`src/rtl/uart_irq_pkg.sv`:
```
package uart_irq_pkg;
  localparam int ID_W = 4;

  localparam logic [ID_W-1:0] ID_LINE   = 4'h6;
  localparam logic [ID_W-1:0] ID_RXDATA = 4'h4;
  localparam logic [ID_W-1:0] ID_RXTMO  = 4'hC;
  localparam logic [ID_W-1:0] ID_TXEMPT = 4'h2;
  localparam logic [ID_W-1:0] ID_MODEM  = 4'h0;
  localparam logic [ID_W-1:0] ID_NONE   = 4'h1;

  localparam int OFS_DATA = 0;
  localparam int OFS_IER  = 1;
  localparam int OFS_IIR  = 2;
  localparam int OFS_LSR  = 5;
  localparam int OFS_MSR  = 6;

  // enable bit positions
  localparam int EN_RX  = 0;
  localparam int EN_TX  = 1;
  localparam int EN_LS  = 2;
  localparam int EN_MS  = 3;

  // priority encoder: highest enabled pending source wins
  function automatic logic [ID_W-1:0] pick_id(
    input logic [3:0] en,
    input logic       fifo,
    input logic       rxa,
    input logic       rxt,
    input logic       lsr,
    input logic       thr,
    input logic       msr
  );
    if (en[EN_LS] && lsr)              return ID_LINE;
    else if (en[EN_RX] && rxa)         return ID_RXDATA;
    else if (en[EN_RX] && fifo && rxt) return ID_RXTMO;
    else if (en[EN_TX] && thr)         return ID_TXEMPT;
    else if (en[EN_MS] && msr)         return ID_MODEM;
    else                               return ID_NONE;
  endfunction
endpackage

```
`src/rtl/uart_irq_regs.sv`:
```
module uart_irq_regs
  import uart_irq_pkg::*;
#(
  parameter int AW    = 3,
  parameter int DW    = 8,
  parameter int IER_W = 4
) (
  input  logic             clk,
  input  logic             rst_n,
  input  logic [AW-1:0]    reg_addr,
  input  logic             reg_wr,
  input  logic             reg_rd,
  input  logic [DW-1:0]    reg_wdata,
  input  logic             dlab,
  output logic [IER_W-1:0] ier,
  output logic             ier_sel,
  output logic             iir_sel,
  output logic             thr_wr_stb,
  output logic             iir_rd_stb,
  output logic             lsr_rd_stb,
  output logic             msr_rd_stb
);
  logic ier_wr_stb;
  logic data_sel;
  logic unused_wdata;

  assign unused_wdata = ^reg_wdata[DW-1:IER_W];

  assign data_sel   = (reg_addr == AW'(OFS_DATA)) && !dlab;
  assign ier_sel    = (reg_addr == AW'(OFS_IER)) && !dlab;
  assign iir_sel    = (reg_addr == AW'(OFS_IIR));
  assign ier_wr_stb = reg_wr && ier_sel;
  assign thr_wr_stb = reg_wr && data_sel;
  assign iir_rd_stb = reg_rd && iir_sel;
  assign lsr_rd_stb = reg_rd && (reg_addr == AW'(OFS_LSR));
  assign msr_rd_stb = reg_rd && (reg_addr == AW'(OFS_MSR));

  always_ff @(posedge clk or negedge rst_n) begin
    if (!rst_n)          ier <= '0;
    else if (ier_wr_stb) ier <= reg_wdata[IER_W-1:0];
  end


  ier_load_chk: assert property (@(posedge clk) disable iff (!rst_n)
    (reg_wr && reg_addr == AW'(OFS_IER) && !dlab) |=> ier == $past(reg_wdata[IER_W-1:0]));


  ier_dlab_hold_chk: assert property (@(posedge clk) disable iff (!rst_n)
    (reg_wr && reg_addr == AW'(OFS_IER) && dlab) |=> $stable(ier));
endmodule

```
`src/rtl/uart_irq_pend.sv`:
```
module uart_irq_pend (
  input  logic clk,
  input  logic rst_n,
  input  logic thr_empty_set,
  input  logic lsr_err_set,
  input  logic msr_chg_set,
  input  logic thr_wr_stb,
  input  logic iir_rd_stb,
  input  logic thr_reported,
  input  logic lsr_rd_stb,
  input  logic msr_rd_stb,
  output logic thr_pend,
  output logic lsr_pend,
  output logic msr_pend
);
  logic thr_clr;
  logic lsr_clr;
  logic msr_clr;

  assign thr_clr = thr_wr_stb || (iir_rd_stb && thr_reported);
  assign lsr_clr = lsr_rd_stb;
  assign msr_clr = msr_rd_stb;

  // a set pulse wins over a clear in the same cycle
  always_ff @(posedge clk or negedge rst_n) begin
    if (!rst_n) begin
      thr_pend <= 1'b0;
      lsr_pend <= 1'b0;
      msr_pend <= 1'b0;
    end else begin
      thr_pend <= thr_empty_set || (thr_pend && !thr_clr);
      lsr_pend <= lsr_err_set   || (lsr_pend && !lsr_clr);
      msr_pend <= msr_chg_set   || (msr_pend && !msr_clr);
    end
  end


  set_wins_chk: assert property (@(posedge clk) disable iff (!rst_n)
    (lsr_err_set || thr_empty_set || msr_chg_set) |=>
      ((lsr_pend || !$past(lsr_err_set)) && (thr_pend || !$past(thr_empty_set))
       && (msr_pend || !$past(msr_chg_set))));


  lsr_clear_chk: assert property (@(posedge clk) disable iff (!rst_n)
    (lsr_rd_stb && !lsr_err_set) |=> !lsr_pend);


  thr_clear_chk: assert property (@(posedge clk) disable iff (!rst_n)
    (thr_wr_stb && !thr_empty_set) |=> !thr_pend);
endmodule

```
`src/rtl/uart_irq_prio.sv`:
```
module uart_irq_prio
  import uart_irq_pkg::*;
#(
  parameter int IER_W = 4
) (
  input  logic             clk,
  input  logic             rst_n,
  input  logic [IER_W-1:0] ier,
  input  logic             fifo_en,
  input  logic             rx_avail,
  input  logic             rx_timeout,
  input  logic             lsr_pend,
  input  logic             thr_pend,
  input  logic             msr_pend,
  output logic [ID_W-1:0]  id_code,
  output logic             thr_reported,
  output logic             irq
);
  assign id_code = pick_id(ier, fifo_en, rx_avail, rx_timeout,
                           lsr_pend, thr_pend, msr_pend);
  assign thr_reported = (id_code == ID_TXEMPT);
  assign irq = ~id_code[0];


  all_off_chk: assert property (@(posedge clk) disable iff (!rst_n)
    (ier == '0) |-> (!irq && id_code == ID_NONE));


  line_top_chk: assert property (@(posedge clk) disable iff (!rst_n)
    (lsr_pend && ier[EN_LS]) |-> (id_code == ID_LINE));


  tmo_gate_chk: assert property (@(posedge clk) disable iff (!rst_n)
    (!fifo_en || !ier[EN_RX]) |-> (id_code != ID_RXTMO));
endmodule

```
`src/rtl/uart_irq_ctrl.sv`:
```
module uart_irq_ctrl
  import uart_irq_pkg::*;
#(
  parameter int AW    = 3,
  parameter int DW    = 8,
  parameter int IER_W = 4
) (
  input  logic          clk,
  input  logic          rst_n,
  input  logic [AW-1:0] reg_addr,
  input  logic          reg_wr,
  input  logic          reg_rd,
  input  logic [DW-1:0] reg_wdata,
  input  logic          dlab,
  input  logic          fifo_en,
  input  logic          rx_avail,
  input  logic          rx_timeout,
  input  logic          thr_empty_set,
  input  logic          lsr_err_set,
  input  logic          msr_chg_set,
  output logic [DW-1:0] reg_rdata,
  output logic          irq
);
  localparam int ID_PAD  = DW - ID_W;
  localparam int IER_PAD = DW - IER_W;

  logic [IER_W-1:0] ier;
  logic             ier_sel, iir_sel;
  logic             thr_wr_stb, iir_rd_stb, lsr_rd_stb, msr_rd_stb;
  logic             thr_pend, lsr_pend, msr_pend;
  logic             thr_reported;
  logic [ID_W-1:0]  id_code;

  uart_irq_regs #(.AW(AW), .DW(DW), .IER_W(IER_W)) u_regs (
    .clk(clk), .rst_n(rst_n), .reg_addr(reg_addr), .reg_wr(reg_wr),
    .reg_rd(reg_rd), .reg_wdata(reg_wdata), .dlab(dlab), .ier(ier),
    .ier_sel(ier_sel), .iir_sel(iir_sel), .thr_wr_stb(thr_wr_stb),
    .iir_rd_stb(iir_rd_stb), .lsr_rd_stb(lsr_rd_stb), .msr_rd_stb(msr_rd_stb)
  );

  uart_irq_pend u_pend (
    .clk(clk), .rst_n(rst_n), .thr_empty_set(thr_empty_set),
    .lsr_err_set(lsr_err_set), .msr_chg_set(msr_chg_set),
    .thr_wr_stb(thr_wr_stb), .iir_rd_stb(iir_rd_stb),
    .thr_reported(thr_reported), .lsr_rd_stb(lsr_rd_stb),
    .msr_rd_stb(msr_rd_stb), .thr_pend(thr_pend), .lsr_pend(lsr_pend),
    .msr_pend(msr_pend)
  );

  uart_irq_prio #(.IER_W(IER_W)) u_prio (
    .clk(clk), .rst_n(rst_n), .ier(ier), .fifo_en(fifo_en),
    .rx_avail(rx_avail), .rx_timeout(rx_timeout), .lsr_pend(lsr_pend),
    .thr_pend(thr_pend), .msr_pend(msr_pend), .id_code(id_code),
    .thr_reported(thr_reported), .irq(irq)
  );

  always_comb begin
    if (ier_sel)      reg_rdata = {{IER_PAD{1'b0}}, ier};
    else if (iir_sel) reg_rdata = {{ID_PAD{1'b0}}, id_code};
    else              reg_rdata = '0;
  end


  ier_hi_zero_chk: assert property (@(posedge clk) disable iff (!rst_n)
    ier_sel |-> (reg_rdata[DW-1:IER_W] == '0));


  irq_match_chk: assert property (@(posedge clk) disable iff (!rst_n)
    iir_sel |-> (irq == !reg_rdata[0]));
endmodule

```
`config.mk`:
```
export PLATFORM = sky130hd
export DESIGN_NAME = uart_irq_ctrl
export DESIGN_NICKNAME = d
export VERILOG_FILES = /design/src/rtl/uart_irq_pkg.sv /design/src/rtl/uart_irq_regs.sv /design/src/rtl/uart_irq_pend.sv /design/src/rtl/uart_irq_prio.sv /design/src/rtl/uart_irq_ctrl.sv
export SDC_FILE = /design/constraint.sdc
export NUM_CORES = 1
export LEC_CHECK = 0
export ABC_AREA = 1
export BUFFER_PORTS_ARGS = -buffer_cell sky130_fd_sc_hd__buf_2
export CAP_MARGIN = 40
export CORE_UTILIZATION = 35
export CTS_CLUSTER_DIAMETER = 40
export DETAILED_ROUTE_END_ITERATION = 12
export HOLD_SLACK_MARGIN = 0.06
export PLACE_DENSITY = 0.78
export SLEW_MARGIN = 15
export SYNTH_ARGS = -nofsm -noshare
export SYNTH_HDL_FRONTEND = slang
export SYNTH_SLANG_ARGS = --single-unit
```
`constraint.sdc`:
```
create_clock -name clk -period 1.26 [get_ports clk]
set_input_delay 0.126 -clock clk [delete_from_list [all_inputs] [get_ports clk]]
set_output_delay 0.126 -clock clk [all_outputs]
set_load 0.05 [all_outputs]
```
; After elaboration in Yosys (flattened, before gate mapping)
; Cells that the tools add are included.
[classes]
eq_ne = 5
muxes = 7
bitwise_logic = 1
n_reduce_logical = 26
[op_table]
columns = operator, n
row1 = 4-bit two-way mux, 6
row2 = 1-bit logical AND, 17
row3 = "3-bit == test, second input constant", 2
row4 = "4-bit by 2-bit == test with 1-bit output, second input constant", 1
row5 = 1-bit logical NOT, 4
row6 = 1-bit logical OR, 4
row7 = "3-bit by 1-bit == test with 1-bit output, second input constant", 1
row8 = "3-bit by 2-bit == test with 1-bit output, second input constant", 1
row9 = 3-bit logical NOT, 1
row10 = 1-bit two-way mux, 1
row11 = 1-bit inverter, 1
[word_totals]
reg_bits = 7
inputBits = 22

; Logic depth before layout (Yosys ltp)
[logic_depth]
depth_word = 12
ltp_mapped = 6
ltp_nobuf = 6

; By module
; A second synthesis with hierarchy kept.
[unflattened]
hier_cells = 79
hier_area_um2 = 564.3
[by_module_without_submodules]
columns = module, instances, cells_each, area_each_um2
row1 = uart_irq_regs, 1, 31, 254.0
row2 = uart_irq_pend, 1, 12, 140.1
row3 = uart_irq_ctrl, 1, 18, 87.6
row4 = uart_irq_prio, 1, 18, 82.6

; Least setup slack after synthesis
; OpenSTA, ideal clock, no wires.
[synth_path]
path_kind = register -> output
start = register u_regs.ier[0]
end = output port reg_rdata[3]
arrival_time_ns = 1.667
required_ns = 1.134
slack_ns = -0.533
stages_incl_launch_ff = 4
cell_sequence = dfrtp_1 > nand2_1 > nand3_1 > o21ai_0
[synth_between]
elab_chain_len = 7
[synth_lines]
columns = item, line
row1 = from (decl), uart_irq_regs.sv:15  ; output logic [IER_W-1:0] ier,
row2 = from (signal assigned), uart_irq_regs.sv:40  ; else if (ier_wr_stb) ier <= reg_wdata[IER_W-1:0];
row3 = 1-bit logical AND (2 in a row), uart_irq_pkg.sv:35  ; else if (en[EN_RX] && fifo && rxt) return ID_RXTMO;
row4 = 4-bit two-way mux, uart_irq_pkg.sv:35
row5 = 4-bit two-way mux *, uart_irq_pkg.sv:34  ; else if (en[EN_RX] && rxa) return ID_RXDATA;
row6 = 4-bit two-way mux *, uart_irq_pkg.sv:33  ; if (en[EN_LS] && lsr) return ID_LINE;
row7 = 4-bit two-way mux *, uart_irq_ctrl.sv:59  ; else if (iir_sel) reg_rdata = {{ID_PAD{1'b0}}, id_code};
row8 = 4-bit two-way mux *, uart_irq_ctrl.sv:58  ; if (ier_sel) reg_rdata = {{IER_PAD{1'b0}}, ier};
row9 = to (decl), uart_irq_ctrl.sv:21  ; output logic [DW-1:0] reg_rdata,
; Mark *: on every way between the ends. The rest lies on a longest branch, timed or not.

; Worst setup path after layout
[layout_path]
start = register u_regs.ier[0]
end = output port reg_rdata[0]
[layout_between]
elab_chain_len = 7
[layout_lines]
columns = item, line
row1 = 1-bit logical AND (2 in a row), uart_irq_pkg.sv:35
row2 = 4-bit two-way mux, uart_irq_pkg.sv:35
row3 = 4-bit two-way mux, uart_irq_pkg.sv:34
row4 = 4-bit two-way mux, uart_irq_pkg.sv:33
row5 = 4-bit two-way mux, uart_irq_ctrl.sv:59
row6 = 4-bit two-way mux *, uart_irq_ctrl.sv:58
; Marked as above.

==> results by group <==
Setup path
  • Worst Path Buf+Inv: 2
  • Reg2Reg Depth: 4
  • Largest stage delay, worst path: approximately 0.41 ns
  • Delay-heaviest family, CP: simple AND/OR/NAND/NOR gates
  • Cell Chain, Critical Path: nand3_2 -> inv_2 -> nor2_4 -> nand3_2 -> nand2_2 -> buf_8
  • Setup crit end kind: primary output
  • Crit path required time: approximately 1.1 ns
  • CP Capture Point: reg_rdata[0]
  • CP startpoint kind: register
  • FF-to-FF End: u_pend.thr_pend$_DFF_PN0_
  • Crit-path slowest cell: dfrtp_1
  • Crit path arrival time: around 1.3 ns
  • Critical path type: register to primary output
  • Crit-path max FO: 4
  • Total stage count of the critical path: 6
  • CP startpoint: u_regs.ier[0]$_DFFE_PN0P_
  • Setup slack, reg-to-reg: ~0.30 ns
  • Most used cell along the critical path: nand3_2
  • R2R Path Start: u_regs.ier[0]$_DFFE_PN0P_

Floorplan
  • Starting density of the core: 37.2%
  • Total core area: ~1300 sq um
  • Chip height: ~39 microns
  • IO Pins: 31
  • # rows: 13
  • Area of the die: 1540 sq um
  • Die width: 39.2 microns

GRT
  • Overflow left after global routing: 0
  • M3 GR Usage: under 10%
  • GRT Overall Usage: 19.6%
  • GR Util met2: a little over a third
  • Grt peak-use layer: met2
  • Initial antenna violation count: 0
  • Met1 usage: 20.1%
  • Vias in the first global route: 521
  • Largest net degree at the start of global routing: 8
  • First-pass GRT wire length: 1960 microns

Worst hold path
  • Worst Hold Class: input port to register

Cells and area
  • Fill cells: about 140
  • Layout cells sized above 1: between 40% and 50%
  • Number of nets in the layout: 129
  • Design Area, Final: around 740 sq um
  • Syn-to-layout area delta: 53.2%
  • Non-filler cells, final: 121
  • Diodes inserted: 0

Logic synthesis
  • Sequential fraction of the synthesis area: between 30% and 40%
  • Cell taking the most area after synthesis: dfrtp_1
  • Syn_area_per_cell: between 6 and 7 sq um
  • Post-Synthesis Cells: 74
  • Yosys reg bits: 7
  • Top area cells in the synthesized netlist: dfrtp_1 36%, nand2_1 24%, nand3_1 9.3%, inv_1 7.0%, buf_4 6.2%
  • Synth top area share: between 30% and 40%
  • Mapped cell area: about 480 sq um
  • Yosys warns: 0
  • Yosys cell types: 13

STA
  • Setup ws final: -0.150 ns
  • Fin. Hold Viols: 0
  • RSZ-0062 raised after global routing: yes
  • Period utilization: 112%
  • Fmax: between 700 and 800 MHz
  • Final setup vio count: 5
  • Setup Total Neg Slack: -0.495 ns
  • Clock period minus worst slack: roughly 1.4 ns
  • Clk_skew: approximately 0.00071 ns
  • Max-slew violation count: 0

Clock network
  • Num CTS Buffers: 3
  • CTS tree: built
  • # clock sinks: 7
  • Worst-skew pair later-pin latency: around 0.25 ns
  • Clock-pin transition on the worst setup and hold timing paths: about 0.050 ns
  • Max clock buf depth: 2
  • Clock root cell: clkbuf_4
  • H-tree levels: 1

Run status
  • Failing checks: setup timing
  • Run status: finished with violations

Run
  • Max_cap viols: 0

Placed design
  • Placed instance area: between 600 and 700 sq um
  • Placed Cells incl. Taps: 113
  • Gpl congestion: roughly 0.78
  • Port bufs: 22
  • Dpl hpwl: 909 microns

Drt
  • Final wirelength: ~1200 microns
  • Post-route ant nets: 0
  • DRC: 0
  • WL per Instance: between 9 and 10 microns
  • DR vias: 560
  • Drt first pass iters: 3
  • Iter 0 DRT Violations: 9
  • Routed vias/inst: approximately 4.6

Pwr
  • Maximum vdd drop: 0.695 mV
  • Leakage: roughly 0.42 nW
  • Power Total: around 0.00084 W
  • Power density cells: 1130 nW/um^2
==> power breakdown <==
| group | internal, W | switching [W] |
|---|---|---|
| registers | 0.000255 | 0.0000236 |
| logic | 0.000140 | 0.000222 |
| clock network | 0.000121 | 0.0000778 |
==> cell families after synthesis <==
group	Yosys count	share of synthesized area, %
flip-flops	7	36.2
buffers and inverters	13	13.2
AO/OA/AOI/OAI	5	5.17
AND/OR/NAND/NOR	48	44.7
other	1	0.774
==> worst min-delay path by stage <==
stage	startpoint	endpoint	cells after the start
after CTS	lsr_err_set	u_pend.lsr_pend$_DFF_PN0_	3
after detailed placement	rst_n	u_regs.ier[2]$_DFFE_PN0P_	1
after global routing	msr_chg_set	u_pend.msr_pend$_DFF_PN0_	3
after floorplan	rst_n	u_pend.lsr_pend$_DFF_PN0_	0
after global placement	rst_n	u_regs.ier[0]$_DFFE_PN0P_	1
final	lsr_err_set	u_pend.lsr_pend$_DFF_PN0_	3
==> sequential cells by signal, summed over array words and instances, names as in the netlist <==
register,flops
u_regs.ier,4
u_pend.lsr_pend,1
u_pend.msr_pend,1
u_pend.thr_pend,1
==> worst reg2reg max path: cells and delay by family, from the launching register on <==
| kind | cells | cell delay [ns] |
|---|---|---|
| flip-flops | 1 | 0.41 |
| AND/OR/NAND/NOR | 3 | 0.30 |
| AO/OA/AOI/OAI | 1 | 0.14 |
==> repair_timing <==
item | CTS | global route
hold buffers | 1 | 0
buffers inserted | 1 | 2
setup endpoints to repair | 5 | 5
pin swaps | 2 | 4
hold endpoints to repair | 7 | 0
resized for setup | 15 | 5
==> synthesized netlist by cell type <==
| master | n |
|---|---|
| nand2_2 | 1 |
| o21ai_1 | 1 |
| nand4_1 | 1 |
| nor2_1 | 4 |
| nor3_4 | 1 |
| conb_1 | 1 |
| dfrtp_1 | 7 |
| buf_4 | 4 |
| o21ai_0 | 4 |
| inv_1 | 9 |
| nand2_4 | 1 |
| nand3_1 | 9 |
| nand2_1 | 31 |
==> cell usage in the layout, fill, tap and decap left out <==
cell / count
nand2_1: 27
buf_2: 17
inv_1: 8
nand3_1: 7
dfrtp_1: 7
buf_4: 6
nand2_2: 5
conb_1: 4
buf_6: 4
nor2_1: 3
o21ai_0: 3
clkbuf_4: 3
nand3_2: 2
nor3_4: 1
inv_2: 1
nor2_4: 1
nand4_1: 1
o21ai_1: 1
o21ai_2: 1
nand2_4: 1
clkbuf_1: 1
dlygate4sd3_1: 1
buf_8: 1
==> metal layers <==
layer  up-vias  wire length, microns
met4         0                    22
met1       248                   481
met5         -                     0
met3         4                    32
li1        292                     -
met2        16                   670
==> area by class of cell <==
type / count / area [sq um] / area share (%)
clock buffer: 4 / 26.3 / 3.54
inverter: 9 / 33.8 / 4.55
multi-input combinational: 57 / 288 / 38.8
sequential: 7 / 175 / 23.6
tap: 15 / 18.8 / 2.53
timing repair buffer: 29 / 200 / 27.0
==> metrics by stage <==
| step | util, % | hold WS [ns] | worst slack (ns) |
|---|---|---|---|
| after floorplan | - | -0.170 | 0.0305 |
| final | 57.0 | 0.0676 | -0.150 |
| after global placement | 47.7 | -0.0368 | 0.0210 |
| after global routing | 57.0 | 0.0729 | -0.235 |
| after detailed placement | 47.7 | -0.0324 | 0.00886 |
| after CTS | 54.6 | 0.0616 | -0.126 |
Note: power is estimated with default switching activity, not from simulation.
